--- config.mk ---
export PLATFORM = sky130hd
export DESIGN_NAME = wdog_top
export DESIGN_NICKNAME = d
export VERILOG_FILES = /design/src/rtl/wdog_pkg.sv /design/src/rtl/wdog_ctl.sv /design/src/rtl/wdog_kick.sv /design/src/rtl/wdog_count.sv /design/src/rtl/wdog_top.sv
export SDC_FILE = /design/constraint.sdc
export NUM_CORES = 1
export LEC_CHECK = 0
export ABC_CLOCK_PERIOD_IN_PS = 2000
export CAP_MARGIN = 20
export CORE_MARGIN = 10
export CORE_UTILIZATION = 45
export DETAILED_ROUTE_END_ITERATION = 8
export DONT_BUFFER_PORTS = 1
export REMOVE_ABC_BUFFERS = 1
export SLEW_MARGIN = 15
export SYNTH_ARGS = -nofsm -noshare
export SYNTH_HDL_FRONTEND = slang
export SYNTH_SLANG_ARGS = --single-unit
--- constraint.sdc ---
create_clock -name clk -period 2 [get_ports clk]
set_input_delay 0 -clock clk [delete_from_list [all_inputs] [get_ports clk]]
set_output_delay 0 -clock clk [all_outputs]
set_load 0.02 [all_outputs]
--- src/rtl/wdog_pkg.sv ---
package wdog_pkg;

    typedef enum logic [1:0] {
        CK_SYS  = 2'b00,
        CK_RTC  = 2'b01,
        CK_RSVA = 2'b10,
        CK_RSVB = 2'b11
    } clk_sel_e;

    typedef struct packed {
        logic     arm;
        logic     nmi_mode;
        clk_sel_e csel;
        logic [1:0] len;
    } wd_cfg_t;

    localparam logic [7:0] KEY_ARM  = 8'hA5;
    localparam logic [7:0] KEY_FIRE = 8'h5A;

    function automatic int max4(input int a, input int b, input int c, input int d);
        int m;
        m = a;
        if (b > m) m = b;
        if (c > m) m = c;
        if (d > m) m = d;
        return m;
    endfunction

    function automatic logic [7:0] pack_ctl(input wd_cfg_t c, input logic cause);
        return {c.arm, c.nmi_mode, cause, c.csel, 1'b0, c.len};
    endfunction

    function automatic wd_cfg_t unpack_ctl(input wd_cfg_t old, input logic [7:0] d);
        wd_cfg_t n;
        n.arm      = old.arm | d[7];
        n.nmi_mode = d[6];
        n.csel     = clk_sel_e'(d[4:3]);
        n.len      = d[1:0];
        return n;
    endfunction

endpackage

--- src/rtl/wdog_ctl.sv ---
module wdog_ctl
    import wdog_pkg::*;
(
    input  logic       clk,
    input  logic       rst,
    input  logic       wd_rst,
    input  logic       we,
    input  logic [7:0] wdata,
    input  logic       expire,
    output wd_cfg_t    cfg,
    output logic       cause
);

    always_ff @(posedge clk) begin
        if (rst) begin
            cfg   <= '0;
            cause <= 1'b0;
        end else begin
            if (we) begin
                cfg <= unpack_ctl(cfg, wdata);
            end
            if (expire || wd_rst) begin
                cause <= 1'b1;
            end
        end
    end

    // arm bit is one-way outside a full reset
    a_r1_arm_sticky: assert property (@(posedge clk) disable iff (rst)
        cfg.arm |=> cfg.arm);

    // cause bit is cleared only by full reset
    a_r5_cause_holds: assert property (@(posedge clk) disable iff (rst)
        cause |=> cause);

    // every expiry marks the cause bit
    a_r4_cause_on_expire: assert property (@(posedge clk) disable iff (rst)
        expire |=> cause);

endmodule

--- src/rtl/wdog_kick.sv ---
module wdog_kick
    import wdog_pkg::*;
(
    input  logic       clk,
    input  logic       rst,
    input  logic       clr,
    input  logic       we,
    input  logic [7:0] wdata,
    output logic       kick
);

    logic armed;

    assign kick = we && (wdata == KEY_FIRE) && armed;

    always_ff @(posedge clk) begin
        if (rst || clr) begin
            armed <= 1'b0;
        end else if (we) begin
            armed <= (wdata == KEY_ARM);
        end
    end

    // a completed key consumes the arming
    a_r9_key_consumed: assert property (@(posedge clk) disable iff (rst)
        kick |=> !armed);

endmodule

--- src/rtl/wdog_count.sv ---
module wdog_count
    import wdog_pkg::*;
#(
    parameter int PER0_LOG2 = 27,
    parameter int PER1_LOG2 = 25,
    parameter int PER2_LOG2 = 22,
    parameter int PER3_LOG2 = 18
) (
    input  logic       clk,
    input  logic       rst,
    input  logic       clr,
    input  logic       arm,
    input  clk_sel_e   csel,
    input  logic [1:0] len,
    input  logic       rtc_tick,
    output logic       expire
);

    localparam int CNT_W = max4(PER0_LOG2, PER1_LOG2, PER2_LOG2, PER3_LOG2);
    localparam int LOG2_TAB [4] = '{PER0_LOG2, PER1_LOG2, PER2_LOG2, PER3_LOG2};

    logic [CNT_W-1:0] lim_tab [4];
    logic [CNT_W-1:0] cnt;
    logic             tick;

    for (genvar g = 0; g < 4; g++) begin : g_lim
        assign lim_tab[g] = CNT_W'((64'd1 << LOG2_TAB[g]) - 64'd1);
    end

    always_comb begin
        unique case (csel)
            CK_SYS:  tick = 1'b1;
            CK_RTC:  tick = rtc_tick;
            default: tick = 1'b0;
        endcase
    end

    always_ff @(posedge clk) begin
        if (rst || clr) begin
            cnt    <= '0;
            expire <= 1'b0;
        end else begin
            expire <= 1'b0;
            if (arm && tick) begin
                if (cnt == lim_tab[len]) begin
                    cnt    <= '0;
                    expire <= 1'b1;
                end else begin
                    cnt <= cnt + 1'b1;
                end
            end
        end
    end

    // reserved clock selects freeze the count
    a_r7_reserved_freeze: assert property (@(posedge clk) disable iff (rst)
        (!clr && (csel == CK_RSVA || csel == CK_RSVB)) |=> $stable(cnt));

    // no expiry while disarmed
    a_r12_idle_quiet: assert property (@(posedge clk) disable iff (rst)
        !arm |=> !expire);

    // expiry is a single-cycle pulse
    a_r2_single_pulse: assert property (@(posedge clk) disable iff (rst)
        expire |=> !expire);

endmodule

--- src/rtl/wdog_top.sv ---
module wdog_top
    import wdog_pkg::*;
#(
    parameter int PER0_LOG2 = 27,
    parameter int PER1_LOG2 = 25,
    parameter int PER2_LOG2 = 22,
    parameter int PER3_LOG2 = 18
) (
    input  logic       clk,
    input  logic       rst,
    input  logic       wd_rst,
    input  logic       rtc_tick,
    input  logic       ctl_we,
    input  logic [7:0] ctl_wdata,
    output logic [7:0] ctl_rdata,
    input  logic       kick_we,
    input  logic [7:0] kick_wdata,
    output logic       rst_req,
    output logic       nmi_req
);

    wd_cfg_t cfg;
    logic    cause;
    logic    expire;
    logic    kick;
    logic    restart;

    assign restart = ctl_we | kick | wd_rst;

    wdog_ctl u_ctl (
        .clk    (clk),
        .rst    (rst),
        .wd_rst (wd_rst),
        .we     (ctl_we),
        .wdata  (ctl_wdata),
        .expire (expire),
        .cfg    (cfg),
        .cause  (cause)
    );

    wdog_kick u_kick (
        .clk   (clk),
        .rst   (rst),
        .clr   (wd_rst),
        .we    (kick_we),
        .wdata (kick_wdata),
        .kick  (kick)
    );

    wdog_count #(
        .PER0_LOG2 (PER0_LOG2),
        .PER1_LOG2 (PER1_LOG2),
        .PER2_LOG2 (PER2_LOG2),
        .PER3_LOG2 (PER3_LOG2)
    ) u_count (
        .clk      (clk),
        .rst      (rst),
        .clr      (restart),
        .arm      (cfg.arm),
        .csel     (cfg.csel),
        .len      (cfg.len),
        .rtc_tick (rtc_tick),
        .expire   (expire)
    );

    assign ctl_rdata = pack_ctl(cfg, cause);
    assign rst_req   = expire & ~cfg.nmi_mode;
    assign nmi_req   = expire &  cfg.nmi_mode;

    // the two requests are mutually exclusive
    a_r2_exclusive: assert property (@(posedge clk) disable iff (rst)
        !(rst_req && nmi_req));

    // bit 2 of the control readback is always zero
    a_r3_bit2_zero: assert property (@(posedge clk) disable iff (rst)
        ctl_rdata[2] == 1'b0);

endmodule

==> results.py <==
metrics = {
    "setup_path": {
        "cp.required_ns": 2.22,
        "worstPathCellList": "and4_4 > nand3_2 > or4_4 > or4_1 > a21oi_1",
        "critPathCaptureType": "register",
        "worst_setup_path_start_kind": "register",
        "critical_path_arrival_ns": 2.21,
        "critPathSlowestCell": "or4_4",
        "crit_type": "register to register",
        "reg2regPathDepth": 5,
        "reg2reg_from": "u_count.cnt[5]",
        "rrSetupSlack_ns": 0.01,
        "timing.rr.end": "u_count.cnt[26]",
        "slowest_delay_ns": 0.59,
        "crit_start": "u_count.cnt[5]",
        "critPathMaxFanout": 5,
    },
    "synthesis": {
        "synth_top_family_by_area": "simple AND/OR/NAND/NOR gates",
        "ys_seq_elements": 36,
        "avgSynthCellArea_um2": 8.34,
        "async_flop_share_pct": 0,
        "synth-compound-area-share_pct": 8.66,
        "synth-simple-area-share_pct": 33.4,
        "yosys.area_share.xor_xnor_pct": 8.59,
        "yosysSeqAreaShare_pct": 41.6,
        "syn_area_um2": 1730,
        "synthAdderAreaFrac_pct": 0.722,
        "yosysWarnings": 0,
        "synth-edff-count": 0,
        "muxShareOfSynthArea_pct": 2.89,
        "synth_ff_type": "dfxtp_1",
        "ys_types": 37,
        "syn_inst": 208,
    },
    "timing": {
        "fin_worst_skew_ns": 0.00680,
        "fin_crit_sh_pct": 99.4,
        "finalSetupTns_ns": 0,
        "fmax_ghz": 0.503,
        "slew_headroom_pct": 67.1,
        "min_period_ns": 1.99,
        "worst_pin_slew_ns": 0.490,
        "hold_violations": 0,
        "maxSlewViolCount": 0,
        "whs_ns": 0.0578,
        "rsz0062_at_grt": "yes",
        "timing.final.ws_setup_ns": 0.0116,
        "finalSetupViolations": 0,
    },
    "clock_network": {
        "clk_pin_slew_ns": 0.07,
        "clock_path_buffers": 2,
        "clk-insertion-delay-late_ns": 0.29,
        "tritoncts": "done",
        "h-tree-depth": 2,
        "cts_buffers": 5,
        "root_buffer": "clkbuf_8",
        "cts.sinks": 36,
    },
    "cells_and_area": {
        "fillers": 355,
        "area_growth_pct": 25.7,
        "antennaDiodeCount": 0,
        "drive_gt1_share_pct": 19.3,
        "fin_cells": 292,
        "fin_nets": 266,
    },
    "power": {
        "ir_worst_vdd_uv": 384,
        "powerDensity_nw_per_um2": 623,
        "leakage_nw": 0.717,
        "power_w": 0.00136,
    },
    "job": {
        "max_cap_viol_count": 0,
    },
    "die": {
        "start_util_pct": 47.0,
        "die-area_um2": 6740,
        "boundaryPins": 32,
        "dieWidth_um": 82.1,
        "core_area_um2": 3690,
        "die_h_um": 82.1,
        "num_rows": 22,
    },
    "placed_design": {
        "dp_hpwl_mm": 3.22,
        "portBuffers": 0,
        "place_inst": 270,
        "pre_cts_slack_ns": -0.0720,
        "gp_routability_congestion": 0.927,
    },
    "outcome": {
        "status": "finished clean",
    },
    "global_routing": {
        "antenna_found_initial": 0,
        "grt_use_total_pct": 14.2,
        "grt_pass1_wl_mm": 7.65,
        "grt_pass1_vias": 1715,
        "grt_overflow": 0,
        "grt_max_degree": 15,
    },
    "route": {
        "firstDrtPassIters": 4,
        "drt_iter0_drc": 123,
        "detail-route-antenna-nets": 0,
        "finalWirelength_mm": 4.52,
        "wl_per_cell_um": 15.5,
        "drc": 0,
        "vias": 1633,
        "drt-vias-per-instance": 5.59,
    },
    "worst_hold_path": {
        "min_path_cells": 3,
        "whs_endpoint": "u_count.cnt[1]",
        "min_from": "rtc_tick",
        "hp-class": "input pin to register",
    },
}
==> flip-flops by register name, summed over array words and instances (netlist names) <==
name	flops
u_ctl.cause	1
u_kick.armed	1
u_ctl.cfg	6
u_count.expire	1
u_count.cnt	27
==> power breakdown <==
group / total, W / internal (W) / switching, W / leakage (nW)
clock: 0.000526 / 0.000281 / 0.000245 / 0.0455
sequential: 0.000738 / 0.000726 / 0.0000119 / 0.294
combinational: 0.0000944 / 0.0000492 / 0.0000453 / 0.377
==> layout make-up <==
class	count	area (um^2)	share of cell area [%]
clock buffers	8	90.1	4.13
inverters	3	11.3	0.517
multi-input cells	160	982	45.1
flip-flops and latches	36	728	33.4
well taps	48	60.1	2.76
repair buffers	37	308	14.1
==> worst max-delay path by stage <==
stage | depth (start not counted) | end
2_1_floorplan | 5 | u_count.cnt[26]
3_3_place_gp | 5 | u_count.cnt[22]
3_5_place_dp | 5 | u_count.cnt[22]
4_1_cts | 5 | u_count.cnt[26]
5_1_grt | 5 | u_count.cnt[22]
6_report | 5 | u_count.cnt[26]
==> cells in the mapped netlist (2+ instances only) <==
| cell | n | area share, % |
|---|---|---|
| dfxtp_1 | 36 | 42 |
| nor2_1 | 28 | 6.1 |
| nand2_1 | 16 | 3.5 |
| a21oi_1 | 11 | 3.2 |
| nand4_1 | 10 | 3.6 |
| nor3_1 | 10 | 2.9 |
| xnor2_1 | 10 | 5.1 |
| o21ai_0 | 9 | 2.6 |
| xor2_1 | 7 | 3.5 |
| nand3_1 | 6 | 1.7 |
| nor4_1 | 6 | 2.2 |
| or3_1 | 6 | 2.2 |
| mux2i_1 | 5 | 2.9 |
| or4_1 | 5 | 2.2 |
| clkbuf_1 | 4 | 0.87 |
| nor2b_1 | 4 | 1.4 |
| nor4bb_1 | 4 | 2.3 |
| and3_1 | 3 | 1.1 |
| buf_4 | 3 | 1.3 |
| inv_1 | 3 | 0.65 |
| a31oi_1 | 2 | 0.72 |
| and4_1 | 2 | 1.0 |
| nand2b_1 | 2 | 0.72 |
| o31ai_1 | 2 | 0.87 |
| or2_2 | 2 | 0.72 |
==> stage by stage <==
step	util (%)	cell area (um^2)
2_1_floorplan	-	1680
3_3_place_gp	52.0	1920
3_5_place_dp	52.0	1920
4_1_cts	57.8	2130
5_1_grt	59.1	2180
6_report	59.1	2180
==> kinds of logic (layout without fill, tap and decap cells) <==
group / count (synthesis) / count (layout)
and+or+nand+nor: 108 / 109
xor gates and xnor gates: 17 / 17
buffers and inverters: 13 / 48
other: 1 / 1
adders and majority gates: 1 / 1
muxes: 5 / 5
AOI/OAI and AO/OA: 27 / 27
DFF: 36 / 36
==> critical path, delay by kind of cell (launching register included) <==
family,cells,cell delay [ns]
AO/OA/AOI/OAI,1,0.15
flip-flops,1,0.35
AND/OR/NAND/NOR,4,1.43
==> repair_timing <==
item | CTS | global route
endpoints found under the hold margin | 8 | 0
setup buffers | 0 | 1
endpoints found under the setup margin | 3 | 22
gates cloned | 0 | 1
hold buffers | 12 | 0
pin swaps | 0 | 2
resized for setup | 1 | 13
==> layout by cell type, fill, tap and decap left out, types with 2 or more instances in the layout <==
master / Yosys / routed
or3_1: 6 / 6
or2_2: 2 / 2
buf_4: 3 / 25
or4_4: 0 / 3
nor4bb_1: 4 / 4
and3_1: 3 / 3
mux2i_1: 5 / 5
a21oi_1: 11 / 10
nand2b_1: 2 / 2
o31ai_1: 2 / 2
clkbuf_1: 4 / 2
nor3_1: 10 / 10
nor4_1: 6 / 6
dfxtp_2: 0 / 6
nor2b_1: 4 / 3
inv_1: 3 / 3
dfxtp_1: 36 / 30
dlygate4sd3_1: 0 / 12
xor2_1: 7 / 7
nor2_1: 28 / 28
a31oi_1: 2 / 2
nand4_1: 10 / 10
o21ai_0: 9 / 9
nand3_1: 6 / 6
nand2_1: 16 / 16
xnor2_1: 10 / 10
clkbuf_8: 0 / 6
or4_1: 5 / 3
==> layer usage <==
| metal | vias up | global-route usage (%) | wire, um |
|---|---|---|---|
| li1 | 819 | - | - |
| met4 | 0 | 6.12 | 55 |
| met3 | 7 | 3.28 | 189 |
| met2 | 30 | 24.3 | 2330 |
| met1 | 777 | 16.7 | 1940 |
| met5 | - | 0 | 0 |
Power figures use the tool's default switching activity.
